<file path="config.mk">
export PLATFORM = sky130hd
export DESIGN_NAME = wdt_core
export DESIGN_NICKNAME = d
export VERILOG_FILES = /design/src/rtl/wdt_pkg.sv /design/src/rtl/wdt_prescaler.sv /design/src/rtl/wdt_downcount.sv /design/src/rtl/wdt_ctrl.sv /design/src/rtl/wdt_core.sv
export SDC_FILE = /design/constraint.sdc
export NUM_CORES = 1
export LEC_CHECK = 0
export BUFFER_PORTS_ARGS = -buffer_cell sky130_fd_sc_hd__buf_2
export CAP_MARGIN = 25
export CORE_ASPECT_RATIO = 0.8
export CORE_UTILIZATION = 40
export DETAILED_ROUTE_END_ITERATION = 10
export MAX_ROUTING_LAYER = met4
export PLACE_DENSITY = 0.68
export SLEW_MARGIN = 0
export SYNTH_ARGS = -nofsm -noshare
export SYNTH_HDL_FRONTEND = slang
export SYNTH_SLANG_ARGS = --single-unit
</file>
<file path="constraint.sdc">
create_clock -name clk -period 2 [get_ports clk]
set_input_delay 0.2 -clock clk [delete_from_list [all_inputs] [get_ports clk]]
set_output_delay 0.2 -clock clk [all_outputs]
set_load 0.03 [all_outputs]
</file>
<file path="src/rtl/wdt_pkg.sv">
package wdt_pkg;

  typedef enum logic {
    ACT_IRQ   = 1'b0,
    ACT_RESET = 1'b1
  } wdt_action_e;

  // Clock edges from start to first underflow for a given ratio and width.
  function automatic int unsigned wdt_period(input int unsigned ratio,
                                             input int unsigned cnt_w);
    return ratio * (32'd1 << cnt_w);
  endfunction

  // Mask of prescaler bits that must all be ones for a tick.
  function automatic int unsigned wdt_tick_mask(input int unsigned ratio);
    return ratio - 1;
  endfunction

endpackage

</file>
<file path="src/rtl/wdt_prescaler.sv">
module wdt_prescaler #(
  parameter int unsigned DIV_LO = 16,
  parameter int unsigned DIV_HI = 128
) (
  input  logic clk,
  input  logic rst,
  input  logic en,
  input  logic sel_hi,
  output logic tick
);
  import wdt_pkg::*;

  localparam int unsigned PW = (DIV_HI > 1) ? $clog2(DIV_HI) : 1;
  localparam logic [PW-1:0] MASK_LO = PW'(wdt_tick_mask(DIV_LO));
  localparam logic [PW-1:0] MASK_HI = PW'(wdt_tick_mask(DIV_HI));

  logic [PW-1:0] pres_q;
  logic [PW-1:0] mask;

  generate
    if (DIV_LO == DIV_HI) begin : g_single
      logic unused_sel;
      assign unused_sel = sel_hi;
      assign mask = MASK_LO;
    end else begin : g_dual
      assign mask = sel_hi ? MASK_HI : MASK_LO;
    end
  endgenerate

  assign tick = en && ((pres_q & mask) == mask);

  always_ff @(posedge clk) begin
    if (rst)     pres_q <= '0;
    else if (en) pres_q <= pres_q + 1'b1;
  end

endmodule

</file>
<file path="src/rtl/wdt_downcount.sv">
module wdt_downcount #(
  parameter int unsigned CNT_W = 15
) (
  input  logic clk,
  input  logic rst,
  input  logic tick,
  input  logic reload,
  output logic uf
);
  localparam logic [CNT_W-1:0] TOP = '1;

  logic [CNT_W-1:0] cnt_q;

  assign uf = tick && !reload && (cnt_q == '0);

  always_ff @(posedge clk) begin
    if (rst)         cnt_q <= TOP;
    else if (reload) cnt_q <= TOP;
    else if (tick)   cnt_q <= (cnt_q == '0) ? TOP : cnt_q - 1'b1;
  end

endmodule

</file>
<file path="src/rtl/wdt_ctrl.sv">
module wdt_ctrl (
  input  logic clk,
  input  logic rst,
  input  logic start_on_write,
  input  logic sleep,
  input  logic wr_start,
  input  logic wr_div,
  input  logic wr_act,
  input  logic wr_bit,
  input  logic uf,
  output logic running,
  output logic cnt_en,
  output logic div_hi,
  output logic act_reset,
  output logic irq_req,
  output logic reset_req
);
  import wdt_pkg::*;

  wdt_action_e act_q;

  assign act_reset = (act_q == ACT_RESET);
  assign cnt_en    = running && !sleep;

  always_ff @(posedge clk) begin
    if (rst) begin
      running   <= !start_on_write;
      div_hi    <= 1'b0;
      act_q     <= ACT_IRQ;
      irq_req   <= 1'b0;
      reset_req <= 1'b0;
    end else begin
      if (wr_start)          running <= 1'b1;
      if (wr_div)            div_hi  <= wr_bit;
      if (wr_act && wr_bit)  act_q   <= ACT_RESET;
      irq_req   <= uf && !act_reset;
      reset_req <= reset_req || (uf && act_reset);
    end
  end

endmodule

</file>
<file path="src/rtl/wdt_core.sv">
module wdt_core #(
  parameter int unsigned CNT_W  = 15,
  parameter int unsigned DIV_LO = 16,
  parameter int unsigned DIV_HI = 128
) (
  input  logic clk,
  input  logic rst,
  input  logic start_on_write,
  input  logic sleep,
  input  logic wr_refresh,
  input  logic wr_start,
  input  logic wr_div,
  input  logic wr_act,
  input  logic wr_bit,
  output logic irq_req,
  output logic reset_req
);

  // Named internal events, observed by the bound checker.
  logic pre_tick;
  logic cnt_uf;
  logic run_q;
  logic act_q;
  logic cnt_en;
  logic div_hi;

  wdt_ctrl u_ctrl (
    .clk            (clk),
    .rst            (rst),
    .start_on_write (start_on_write),
    .sleep          (sleep),
    .wr_start       (wr_start),
    .wr_div         (wr_div),
    .wr_act         (wr_act),
    .wr_bit         (wr_bit),
    .uf             (cnt_uf),
    .running        (run_q),
    .cnt_en         (cnt_en),
    .div_hi         (div_hi),
    .act_reset      (act_q),
    .irq_req        (irq_req),
    .reset_req      (reset_req)
  );

  wdt_prescaler #(.DIV_LO(DIV_LO), .DIV_HI(DIV_HI)) u_pres (
    .clk    (clk),
    .rst    (rst),
    .en     (cnt_en),
    .sel_hi (div_hi),
    .tick   (pre_tick)
  );

  wdt_downcount #(.CNT_W(CNT_W)) u_cnt (
    .clk    (clk),
    .rst    (rst),
    .tick   (pre_tick),
    .reload (wr_refresh),
    .uf     (cnt_uf)
  );

endmodule

</file>
### After elaboration in Yosys (flattened, before gate mapping)

Cells that the tools add are included.
W data, S select, Z words.

* add/subtract/negate cells: 2
* equality and inequality tests: 1
* muxes and demuxes: 4
* bitwise logic cells: 1
* reductions and logical operators: 15

Operators by type and width (count)
* $logic_not A15 Y1: 1
* $mux W15: 1
* $sub A15 B1 Y15 const B: 1
* $add A7 B1 Y7 const B: 1
* $and A7 B7 Y7: 1
* $eq A7 B7 Y1: 1
* $logic_and A1 B1 Y1: 7
* $mux W7: 1
* $logic_not A1 Y1: 4
* $mux W1: 2
* $reduce_bool A2 Y1: 1
* $reduce_or A2 Y1: 1
* $logic_or A1 B1 Y1: 1

* flip-flop bits (word level): 27
* input bits: 9
* output and inout bits: 2

### Depth between registers and ports, before layout

* depth after elaboration: 8
* depth in mapped cells: 7
* depth with buffers taken out: 6

### Cells and area by module

A second synthesis with hierarchy kept.

* cells, all modules: 127
* area, all modules: 1163.6 um^2

By module, submodules not included
* wdt_downcount: instances 1, cells each 81, area each 709.4 um^2, seq. area each 300.3 um^2
* wdt_prescaler: instances 1, cells each 31, area each 289.0 um^2, seq. area each 140.1 um^2
* wdt_ctrl: instances 1, cells each 15, area each 165.2 um^2, seq. area each 110.1 um^2

### Worst setup path before layout

No wires, ideal clock.

* kind: reg2reg
* start point: reg u_cnt.cnt_q[0]
* end point: reg u_cnt.cnt_q[14]
* data arrival time: 1734 ps
* data required time: 1862 ps
* setup slack: 128 ps
* stages on the path, launching flop included: 8
* path buffers: 1
* cell sequence: dfxtp_1 > inv_1 > ha_1 > or4b_1 > buf_2 > nor4_1 > and3_1 > o21ai_0

* cells in the longest elaborated chain, start to end: 2

Ends and longest elaborated chain
* start: declaration: RTL line wdt_downcount.sv:12 `logic [CNT_W-1:0] cnt_q;`
* start signal: assignment: RTL line wdt_downcount.sv:19 `else if (tick) cnt_q <= (cnt_q == '0) ? TOP : cnt_q - 1'b1;`
* $sub A15 B1 Y15 or $logic_not A15 Y1 (tied branches): RTL line wdt_downcount.sv:19
* $mux W15 *: RTL line wdt_downcount.sv:19

Every way passes the cells marked *; elsewhere a longest branch is shown, timed or not.
A chain may end at the register's enable or synchronous reset.

### Worst setup path in the final report

Ends and elaborated chain as after synthesis.

==> qor.yml <==
fin_skew_ps: 5.04
grt_pass1_vias: 1062
post_drt_wl_per_cell_um: 13.3
syn-mean-instance-area_um2: 8.64
rsz0062_at_grt: "false"
core-area_um2: 2890
synth_area_leaders: "dfxtp_1 (41%), nand3_1 (4.7%), or4_1 (4.7%)"
reg2reg_slack_ps: 110
crit_chain: "inv_1 -> ha_1 -> or4b_4 -> nor4_1 -> and3_1 -> o21ai_0"
initial_utilization_pct: 43.9
reg2reg_to: "u_cnt.cnt_q[14]$_SDFFE_PP1P_"
drv_cap: 0
period_share_pct: 94.6
leakagePower_nw: 0.524
numClockSinks: 27
cts_buffer_depth: 2
dp_hpwl_mm: 1.95
placed_area_um2: 1390
tightest_slew_ps: 639
final_cells: 200
setup_tns_ps: 0
post-cts-setup-buffer-count: 0
ant_nets: 0
die_area_um2: 3410
vias_per_cell: 5.69
async_flop_share_pct: 0
final_common_cell: "dfxtp_1"
final_cell_mix: "dfxtp_1 (26), nor2_1 (13), nand3_1 (12)"
r2r_start: "u_cnt.cnt_q[0]$_SDFFE_PP1P_"
grtUsageTotal_pct: 18.5
postLayoutCoreUtil_pct: 50.2
critPathLaunchType: "register"
synth_edf_count: 1
synth_seq_cells: 27
rows: 17
grt_max_degree: 16
syn_to_final_growth_pct: 14.3
finalSetupViolations: 0
netlist_area_um2: 1270
dp_cells: 196
syn-instance-count: 147
power_density_nw_per_um2: 622
dr.first_iter.drc_count: 62
fin_nets: 174
crit_required_ps: 2140
hold_viol: 0
synth-seq-area-share_pct: 43.3
drcViolationCount: 0
crit_arrival_ps: 2030
portBuffers: 10
root_buffer: "clkbuf_8"
cp_max_fo: 4
crit_buf_inv: 1
globalplace.congestion: 0.824
status: "completed"
path_clk_slew_ps: 90
max-vdd-ir-drop_v: 0.000464
antenna_found_initial: 0
holdCritStartpoint: "wr_bit"
crit_path_end_kind: "register"
synth-main-ff-cell: "dfxtp_1"
hold_path_depth: 3
slew_headroom_pct: 57.3
die_w_um: 65.0
fin_area_um2: 1450
syn-num-nets: 158
tritoncts: "done"
wirelength_mm: 2.66
reg2reg_depth: 6
cpLargestDelayFamily: "simple AND/OR/NAND/NOR gates"
dr_total_vias: 1138
synth.largest_area_cell: "dfxtp_1"
cp_slowest_cell: "or4b_4"
h-tree-depth: 1
gr-total-overflow: 0
worstSetupPathType: "reg -> reg"
numCtsBuffers: 3
worstHoldEndpoint: "u_ctrl.div_hi$_SDFFE_PP0P_"
ys_types: 35
antenna_cells: 0
finalCriticalPeriod_ps: 1890
drive_gt1_share_pct: 16.7
slew_violations: 0
die_h_um: 52.4
finalPower_mw: 0.903
crit_path_max_incr_delay_ps: 490
yosys_warnings: 0
ioPinCount: 11
min_path_type: "in -> reg"
max_freq_ghz: 0.528
dr.pass1.iters: 4
synthDominantCellAreaShare_pct: 41.0
clock_latency_ps: 270
grt_pass1_wl_mm: 4.62
worst reg2reg max path, delay by kind of cell (launching register included):
kind / cells / cell delay (ps)
buf+inv: 1 / 90
flops: 1 / 320
simple gates: 3 / 1130
compound gates: 1 / 70
fa+ha+maj: 1 / 160
timing repair:
item	4_1_cts	5_1_grt
gates resized for setup	0	3
endpoints found under the setup margin	0	12
hold buffers	0	0
cell families after synthesis:
kind of cell               Yosys count  synth area share [%]
xor gates and xnor gates             6                  4.14
adders and majority gates            2                  1.97
and+or+nand+nor                     76                  33.8
DFF                                 27                  43.3
AOI/OAI and AO/OA                   23                  11.7
buffers and inverters               11                  3.45
muxes                                2                  1.58
registers in the layout, indices dropped and copies added, names as in the netlist:
register	cells
u_cnt.cnt_q	15
u_ctrl.act_reset	1
u_ctrl.div_hi	1
u_ctrl.irq_req	1
u_ctrl.reset_req	1
u_ctrl.running	1
u_pres.pres_q	7
stage by stage:
step	hold WS (ps)	worst slack, ps
2_1_floorplan	314	128
3_3_place_gp	430	113
3_5_place_dp	460	55.1
4_1_cts	172	49.7
5_1_grt	175	16.2
6_report	172	107
synthesized netlist by cell type, drive strengths merged, types with 2 or more instances:
| master | instances |
|---|---|
| inv | 6 |
| or4 | 8 |
| and3 | 4 |
| dfxtp | 26 |
| o211ai | 2 |
| o21ai | 5 |
| ha | 2 |
| clkbuf | 4 |
| nor4 | 4 |
| xor2 | 3 |
| xnor2 | 3 |
| or2 | 4 |
| nor2 | 13 |
| nand3 | 12 |
| nand2b | 2 |
| nand3b | 3 |
| nand2 | 8 |
| nor3 | 4 |
| or3 | 7 |
| nand4 | 2 |
| mux2i | 2 |
| o31ai | 7 |
| a21oi | 5 |
power breakdown:
group          switching [mW]  internal [mW]
clock                   0.168          0.140
sequential            0.00663          0.549
combinational          0.0218         0.0176
total                   0.197          0.706
final cells by class:
cell class,count,area [µm²]
Fill cell,289,1440
Multi-Input combinational cell,109,689
Sequential cell,27,551
Timing Repair Buffer,16,95.1
Tap cell,38,47.5
Clock buffer,3,41.3
Inverter,6,22.5
Clock inverter,1,5.00
metal layers:
| metal | up-vias | part of all wire [%] | wire [µm] | global-route usage, % |
|---|---|---|---|---|
| li1 | 580 | - | - | - |
| met1 | 523 | 49 | 1310 | 23.4 |
| met2 | 33 | 45 | 1190 | 29.0 |
| met3 | 2 | 5.5 | 145 | 5.22 |
| met4 | 0 | 0.68 | 18 | 5.19 |
| met5 | - | 0 | 0 | - |
worst max-delay path by stage:
stage	from	end	slack [ps]	cells past startpoint
after floorplan	u_cnt.cnt_q[0]$_SDFFE_PP1P_	u_cnt.cnt_q[14]$_SDFFE_PP1P_	130	7
after global placement	u_cnt.cnt_q[0]$_SDFFE_PP1P_	u_cnt.cnt_q[12]$_SDFFE_PP1P_	110	7
after detailed placement	u_cnt.cnt_q[0]$_SDFFE_PP1P_	u_cnt.cnt_q[12]$_SDFFE_PP1P_	60	7
after CTS	u_cnt.cnt_q[0]$_SDFFE_PP1P_	u_cnt.cnt_q[12]$_SDFFE_PP1P_	50	7
after global routing	u_cnt.cnt_q[0]$_SDFFE_PP1P_	u_cnt.cnt_q[10]$_SDFFE_PP1P_	20	6
final	u_cnt.cnt_q[0]$_SDFFE_PP1P_	u_cnt.cnt_q[14]$_SDFFE_PP1P_	110	6
(Power assumes the default switching activity.)
